--- src/rtl/brd_pkg.sv ---
package brd_pkg;
    typedef enum logic [1:0] {
        TGT_ROM  = 2'd0,
        TGT_SRAM = 2'd1,
        TGT_DEF  = 2'd2
    } tgt_e;

    typedef enum logic [1:0] {
        DS_IDLE = 2'd0,
        DS_ERR1 = 2'd1,
        DS_ERR2 = 2'd2
    } dstate_e;

    localparam int NUM_TGT = 3;
endpackage

--- src/rtl/brd_addr_decode.sv ---
module brd_addr_decode
    import brd_pkg::*;
#(
    parameter int ADDR_W      = 32,
    parameter int REGION_BITS = 16,
    parameter logic [ADDR_W-REGION_BITS-1:0] LOW_TAG   = '0,
    parameter logic [ADDR_W-REGION_BITS-1:0] ALIAS_TAG = 16'h1000,
    parameter logic [ADDR_W-REGION_BITS-1:0] SRAM_TAG  = 16'h2000
) (
    input  logic [ADDR_W-1:0]  addr,
    input  logic               remap,
    output tgt_e               tgt,
    output logic [NUM_TGT-1:0] sel
);
    localparam int TAG_W = ADDR_W - REGION_BITS;

    logic [TAG_W-1:0] tag;
    assign tag = addr[ADDR_W-1:REGION_BITS];

    always_comb begin
        tgt = TGT_DEF;
        if (tag == LOW_TAG) begin
            tgt = remap ? TGT_SRAM : TGT_ROM;
        end else if (tag == ALIAS_TAG) begin
            tgt = TGT_ROM;
        end else if (tag == SRAM_TAG) begin
            tgt = TGT_SRAM;
        end
    end

    for (genvar g = 0; g < NUM_TGT; g++) begin : g_sel
        assign sel[g] = (tgt == tgt_e'(g));
    end
endmodule

--- src/rtl/brd_remap_reg.sv ---
module brd_remap_reg (
    input  logic clk,
    input  logic rst_n,
    input  logic we,
    input  logic wdata,
    input  logic bus_ready,
    output logic remap
);
    typedef struct packed {
        logic remap;
    } st_t;

    st_t st_d, st_q;

    always_comb begin
        st_d = st_q;
        if (we && bus_ready) begin
            st_d.remap = wdata;
        end
    end

    always_ff @(posedge clk or negedge rst_n) begin
        if (!rst_n) begin
            st_q <= '0;
        end else begin
            st_q <= st_d;
        end
    end

    assign remap = st_q.remap;
endmodule

--- src/rtl/brd_default_slave.sv ---
module brd_default_slave
    import brd_pkg::*;
(
    input  logic       clk,
    input  logic       rst_n,
    input  logic       sel,
    input  logic [1:0] htrans,
    input  logic       bus_ready,
    output logic       ready_out,
    output logic       resp_out
);
    typedef struct packed {
        dstate_e state;
    } st_t;

    st_t st_d, st_q;
    logic active_xfer;

    assign active_xfer = sel && bus_ready && htrans[1];

    always_comb begin
        st_d = st_q;
        unique case (st_q.state)
            DS_ERR1: st_d.state = DS_ERR2;
            DS_IDLE, DS_ERR2: st_d.state = active_xfer ? DS_ERR1 : DS_IDLE;
            default: st_d.state = DS_IDLE;
        endcase
    end

    always_ff @(posedge clk or negedge rst_n) begin
        if (!rst_n) begin
            st_q.state <= DS_IDLE;
        end else begin
            st_q <= st_d;
        end
    end

    assign ready_out = (st_q.state != DS_ERR1);
    assign resp_out  = (st_q.state != DS_IDLE);
endmodule

--- src/rtl/brd_resp_mux.sv ---
module brd_resp_mux
    import brd_pkg::*;
#(
    parameter int DATA_W = 32
) (
    input  logic              clk,
    input  logic              rst_n,
    input  tgt_e              addr_tgt,
    input  logic [DATA_W-1:0] rom_rdata,
    input  logic              rom_ready,
    input  logic              rom_resp,
    input  logic [DATA_W-1:0] sram_rdata,
    input  logic              sram_ready,
    input  logic              sram_resp,
    input  logic              def_ready,
    input  logic              def_resp,
    output logic [DATA_W-1:0] rdata,
    output logic              ready,
    output logic              resp,
    output tgt_e              data_tgt
);
    typedef struct packed {
        tgt_e tgt;
    } st_t;

    st_t st_d, st_q;

    always_comb begin
        rdata = '0;
        ready = def_ready;
        resp  = def_resp;
        unique case (st_q.tgt)
            TGT_ROM: begin
                rdata = rom_rdata;
                ready = rom_ready;
                resp  = rom_resp;
            end
            TGT_SRAM: begin
                rdata = sram_rdata;
                ready = sram_ready;
                resp  = sram_resp;
            end
            default: ;
        endcase
    end

    always_comb begin
        st_d = st_q;
        if (ready) begin
            st_d.tgt = addr_tgt;
        end
    end

    always_ff @(posedge clk or negedge rst_n) begin
        if (!rst_n) begin
            st_q.tgt <= TGT_DEF;
        end else begin
            st_q <= st_d;
        end
    end

    assign data_tgt = st_q.tgt;
endmodule

--- src/rtl/boot_remap_decoder.sv ---
module boot_remap_decoder
    import brd_pkg::*;
#(
    parameter int ADDR_W      = 32,
    parameter int DATA_W      = 32,
    parameter int REGION_BITS = 16,
    parameter logic [ADDR_W-REGION_BITS-1:0] LOW_TAG   = '0,
    parameter logic [ADDR_W-REGION_BITS-1:0] ALIAS_TAG = 16'h1000,
    parameter logic [ADDR_W-REGION_BITS-1:0] SRAM_TAG  = 16'h2000
) (
    input  logic              hclk,
    input  logic              hresetn,
    input  logic [ADDR_W-1:0] haddr,
    input  logic [1:0]        htrans,
    input  logic              remap_we,
    input  logic              remap_wdata,
    output logic              hsel_rom,
    output logic              hsel_sram,
    output logic              hsel_def,
    input  logic [DATA_W-1:0] rom_rdata,
    input  logic              rom_readyout,
    input  logic              rom_resp,
    input  logic [DATA_W-1:0] sram_rdata,
    input  logic              sram_readyout,
    input  logic              sram_resp,
    output logic [DATA_W-1:0] hrdata,
    output logic              hready,
    output logic              hresp
);
    tgt_e               addr_tgt;
    tgt_e               data_tgt;
    logic [NUM_TGT-1:0] sel_vec;
    logic               remap_on;
    logic               def_ready;
    logic               def_resp;

    brd_remap_reg u_remap (
        .clk       (hclk),
        .rst_n     (hresetn),
        .we        (remap_we),
        .wdata     (remap_wdata),
        .bus_ready (hready),
        .remap     (remap_on)
    );

    brd_addr_decode #(
        .ADDR_W      (ADDR_W),
        .REGION_BITS (REGION_BITS),
        .LOW_TAG     (LOW_TAG),
        .ALIAS_TAG   (ALIAS_TAG),
        .SRAM_TAG    (SRAM_TAG)
    ) u_dec (
        .addr  (haddr),
        .remap (remap_on),
        .tgt   (addr_tgt),
        .sel   (sel_vec)
    );

    assign hsel_rom  = sel_vec[TGT_ROM];
    assign hsel_sram = sel_vec[TGT_SRAM];
    assign hsel_def  = sel_vec[TGT_DEF];

    brd_default_slave u_def (
        .clk       (hclk),
        .rst_n     (hresetn),
        .sel       (hsel_def),
        .htrans    (htrans),
        .bus_ready (hready),
        .ready_out (def_ready),
        .resp_out  (def_resp)
    );

    brd_resp_mux #(
        .DATA_W (DATA_W)
    ) u_mux (
        .clk        (hclk),
        .rst_n      (hresetn),
        .addr_tgt   (addr_tgt),
        .rom_rdata  (rom_rdata),
        .rom_ready  (rom_readyout),
        .rom_resp   (rom_resp),
        .sram_rdata (sram_rdata),
        .sram_ready (sram_readyout),
        .sram_resp  (sram_resp),
        .def_ready  (def_ready),
        .def_resp   (def_resp),
        .rdata      (hrdata),
        .ready      (hready),
        .resp       (hresp),
        .data_tgt   (data_tgt)
    );
endmodule

--- config.mk ---
export PLATFORM = sky130hd
export DESIGN_NAME = boot_remap_decoder
export DESIGN_NICKNAME = d
export VERILOG_FILES = /design/src/rtl/brd_pkg.sv /design/src/rtl/brd_addr_decode.sv /design/src/rtl/brd_remap_reg.sv /design/src/rtl/brd_default_slave.sv /design/src/rtl/brd_resp_mux.sv /design/src/rtl/boot_remap_decoder.sv
export SDC_FILE = /design/constraint.sdc
export NUM_CORES = 1
export LEC_CHECK = 0
export ABC_AREA = 1
export ABC_CLOCK_PERIOD_IN_PS = 1700
export BUFFER_PORTS_ARGS = -buffer_cell sky130_fd_sc_hd__buf_4
export CAP_MARGIN = 10
export CORE_MARGIN = 1.5
export CORE_UTILIZATION = 26
export CTS_CLUSTER_SIZE = 10
export DETAILED_ROUTE_END_ITERATION = 10
export PLACE_DENSITY_LB_ADDON = 0.1
export SLEW_MARGIN = 40
export SYNTH_ARGS = -nofsm -noshare
export SYNTH_HDL_FRONTEND = slang
export SYNTH_HIERARCHICAL = 1
export SYNTH_SLANG_ARGS = --single-unit
--- constraint.sdc ---
create_clock -name hclk -period 1.7 [get_ports hclk]
set_clock_uncertainty 0.15 [all_clocks]
set_input_delay 0.17 -clock hclk [delete_from_list [all_inputs] [get_ports hclk]]
set_output_delay 0.17 -clock hclk [all_outputs]
set_load 0.05 [all_outputs]
=== Yosys cells after proc, flatten, opt, wreduce, memory -nomap -nowiden ===
Index checks and enable logic that the tools add are counted.

* Equality and inequality tests: 8
* Muxes and demuxes: 9
* Reduce and logical (&&, ||, !) cells: 9

{| class="wikitable"
|+ Operators with widths
! cell !! number
|-
| one-hot mux 32 bit (2 select lines) || 1
|-
| equality test 16 x 13 -> 1 bit, second input constant || 1
|-
| equality test 16 x 14 -> 1 bit, second input constant || 1
|-
| zero test 16 bit || 1
|-
| equality test 2 x 1 -> 1 bit, second input constant || 3
|-
| zero test 2 bit || 3
|-
| two-way mux 2 bit || 3
|-
| equality test 2 bit, second input constant || 2
|-
| one-hot mux 1 bit (2 select lines) || 2
|-
| one-hot mux 2 bit (2 select lines) || 1
|-
| logical AND 1 bit || 3
|-
| two-way mux 1 bit || 2
|-
| != test 2 x 1 -> 1 bit, second input constant || 1
|-
| nonzero test 2 bit || 1
|-
| OR reduction 2 bit || 1
|}

* Register bits after elaboration: 5
* Input port bits: 106

=== Logic depth before layout (Yosys ltp) ===
* Depth after elaboration: 9
* Mapped depth: 8

=== By module ===
Netlist, hierarchy kept.

{| class="wikitable"
|+ By module, submodules not included
! module !! instances !! cells each !! area each (sq um) !! seq. area each (sq um)
|-
| brd_resp_mux || 1 || 58 || 499.2 || 51.3
|-
| brd_addr_decode || 1 || 26 || 136.4 || 0.0
|-
| brd_default_slave || 1 || 10 || 82.6 || 50.0
|-
| brd_remap_reg || 1 || 5 || 41.3 || 25.0
|}

=== Worst setup path after synthesis ===
Ideal clock, no wire load.

* Path kind: register to output
* From: register u_mux.st_q (netlist bit u_mux/data_tgt[1])
* To: output hresp
* Arrival time: 1239 ps
* Required time: 1380 ps
* Setup slack: 141 ps
* Cell stages (with the launch flop): 5
* Path buffers: 1
* Cells stage by stage: dfstp_2 nor2_4 buf_6 nand2_1 nand3_1

* Longest elaborated chain between the ends: 2
* Elaborated cells on any way between the ends: 3

{| class="wikitable"
|+ Ends and longest elaborated chain
! element !! line !! text
|-
| start: declaration || brd_resp_mux.sv:26 || <nowiki>st_t st_d, st_q;</nowiki>
|-
| start signal: assignment || brd_resp_mux.sv:58 || <nowiki>st_q <= st_d;</nowiki>
|-
| equality test 2 x 1 -> 1 bit / zero test 2 bit (equally long branches) || brd_resp_mux.sv:32 || <nowiki>unique case (st_q.tgt)</nowiki>
|-
| one-hot mux 1 bit (2 select lines) * || brd_resp_mux.sv:32 ||
|-
| end: declaration || boot_remap_decoder.sv:28 || <nowiki>output logic hresp</nowiki>
|}

Mark *: on every way between the ends. The rest lies on a longest branch, timed or not.

=== Worst setup path after layout ===
* From: register u_mux.st_q (netlist bit u_mux/data_tgt[1])
* To: output hrdata[5]

* Longest elaborated chain between the ends: 2
* Elaborated cells on any way between the ends: 3

{| class="wikitable"
|+ Ends and longest elaborated chain
! element !! line !! text
|-
| equality test 2 x 1 -> 1 bit / zero test 2 bit (equally long branches) || brd_resp_mux.sv:32 ||
|-
| one-hot mux 32 bit (2 select lines) * || brd_resp_mux.sv:32 ||
|-
| end: declaration || boot_remap_decoder.sv:26 || <nowiki>output logic [DATA_W-1:0] hrdata,</nowiki>
|}

Marks and branches as above.

==> impl_metrics.ini <==
[synth]
synth_mux_area_frac = 0
synth_top_family_by_area = compound AO/OA/AOI/OAI gates
synth-compound-area-share = 0.405
synthAdderAreaFrac = 0
ys_warn_count = 6
syn_avg_cell_area_um2 = 7.67
ys_ff_latch = 5
synthSimpleGateAreaFrac = 0.300
synth_area_um2 = 759
synthXorXnorAreaFrac = 0
synthDistinctLibCells = 17
yosysSeqAreaShare = 0.166
syn-num-nets = 205
syn_inst = 99

[drt]
post_drt_wl_per_cell_um = 16.1
ant_nets = 0
drc = 0
drt_iter0_drc = 73
via_per_inst = 5.14
via_count = 1397
wirelength_um = 4390
dr.pass1.iters = 4

[placed_design]
pre_cts_slack_ns = -0.204
dp_hpwl_um = 2810
gp_congestion = 0.797
io_buffer_count = 125

[layout]
final_common_cell = buf_4
diodes = 0
nFillCells = 199
final_cell_mix = 93 x buf_4, 44 x buf_6, 29 x a22o_1
drive_gt1_frac = 0.676
area.growth.synth_to_final_pct = 175
postLayoutCoreUtil = 0.758
nets = 348

[worst_setup_path]
critPathKind = reg2out
startpoint_type = flop
cp.arrival_ns = 1.57
crit_fanout = 6
crit_path_end_kind = primary output
crit_required_ns = 1.38

[clocking]
clkLatencyLatePin_ns = 0.24
cts_max_path_buffers = 2
cts_inserted_buffers = 3
cts_tree = done
clk_pin_slew_worst_paths_ns = 0.04
root_buffer = clkbuf_4
cts_sinks = 5
htree_num_levels = 1

[status]
status = finished with violations
violations = negative setup slack

[min_path]
hold_path_class = in2reg

[timing]
slew_violations = 0
fmax_ghz = 0.529
setup_slack_ns = -0.190
hold_slack_ns = 0.0195
final-hold-violation-count = 0
worst_slew_pin_slew_ns = 0.237
min_period_over_period = 1.11
final.min_clock_period_ns = 1.89
slew_headroom = 0.842
rsz0062_at_grt = true
final-setup-viol-count = 34

[job]
maxCapViolCount = 0

[power_and_ir_drop]
p_per_area_nw_per_um2 = 1160
p_leak_nw = 1.10
peakVddDrop_mv = 1.15
finalPower_w = 0.00243

[floorplanning]
rows = 19
fp.dieArea_um2 = 3250
core_area_um2 = 2760
start_util = 0.275
die_width_um = 57.0
ios = 143
dieHeight_um = 57.0

[grt]
grt_start_max_net_pins = 14
grt_pass1_vias = 1379
overflow = 0
grt_first_pass_wirelength_um = 6040
antenna_found_initial = 0
grt.total_usage = 0.233
through the flow:
stage | instances | area, um2 | TNS, ns
after floorplan | 99 | 759 | 0
after global placement | 251 | 1680 | -0.779
after detailed placement | 251 | 1680 | -3.38
after CTS | 270 | 1960 | -4.07
after global routing | 272 | 2090 | -6.33
final | 272 | 2090 | -5.15
Yosys cell counts:
cell type  number  share of area
o2111ai_2       1          0.020
dfrtp_1         4           0.13
nor2_2          2          0.016
nor2_4          4          0.059
a22o_2          3          0.040
nand4_1         2          0.016
nand2_2         1         0.0082
inv_2           1         0.0049
inv_1           7          0.035
nand3_2         1          0.013
o2111ai_1       1          0.012
nand3_1         5          0.033
dfstp_2         1          0.035
a22o_1         29           0.33
nand2_1        21           0.10
buf_6           6          0.089
nor2_1         10          0.049
final timing paths:
path | startpoint | to | slack (ns) | depth (start not counted)
max in group asynchronous | hresetn | u_mux/data_tgt[1] | 1.08 | 2
setup reg to reg | u_mux/data_tgt[1] | u_remap/remap | 0.17 | 7
hold reg to reg | u_def/st_q[1] | u_def/st_q[1] | 0.30 | 1
hold / removal | htrans[1] | u_def/st_q[0] | 0.02 | 3
setup / recovery | u_mux/data_tgt[1] | hrdata[5] | -0.19 | 5
min in group asynchronous | hresetn | u_def/st_q[1] | 0.12 | 2
final cells by class:
| cell class | instances | area, um2 | area share |
|---|---|---|---|
| inverter | 8 | 30.0 | 0.0144 |
| tap | 31 | 38.8 | 0.0186 |
| multi-input combinational | 82 | 583 | 0.279 |
| timing repair buffer | 142 | 1280 | 0.614 |
| clock buffer | 4 | 26.3 | 0.0126 |
| sequential | 5 | 128 | 0.0611 |
cell families (layout without fill, tap and decap cells):
logic type,after synthesis,count (layout)
buffers and inverters,14,154
DFF,5,5
AOI/OAI and AO/OA,34,34
and+or+nand+nor,46,48
critical path, cell delays in order (launching register included):
cell and delay (ns):
dfstp_2 0.62, buf_12 0.13, nor2_4 0.04, clkbuf_16 0.16, a22o_1 0.21, buf_6 0.16
registers in the layout, summed over array words and instances, names as in the netlist:
| name | cells |
|---|---|
| u_def/st_q | 2 |
| u_mux/data_tgt | 2 |
| u_remap/remap | 1 |
layer usage:
layer | global-route usage | wire, um | part of all wire
met3 | 0.0317 | 317 | 0.072
met1 | 0.237 | 1590 | 0.36
met5 | 0 | 0 | 0
met2 | 0.479 | 2400 | 0.55
met4 | 0.0664 | 74 | 0.017
power breakdown:
part	switching [W]	internal (W)	total [W]
Sequential	0.0000439	0.000168	0.000212
Clock	0.0000503	0.0000888	0.000139
Combinational	0.00119	0.000885	0.00208
Total	0.00129	0.00114	0.00243
timing repair:
action | CTS | global route
endpoints found under the setup margin | 38 | 34
pin swaps | 6 | 4
hold endpoints to repair | 5 | 0
buffers inserted | 12 | 1
resized for setup | 33 | 20
gates cloned | 2 | 1
hold buffers | 1 | 0
Note: power is estimated with default switching activity, not from simulation.
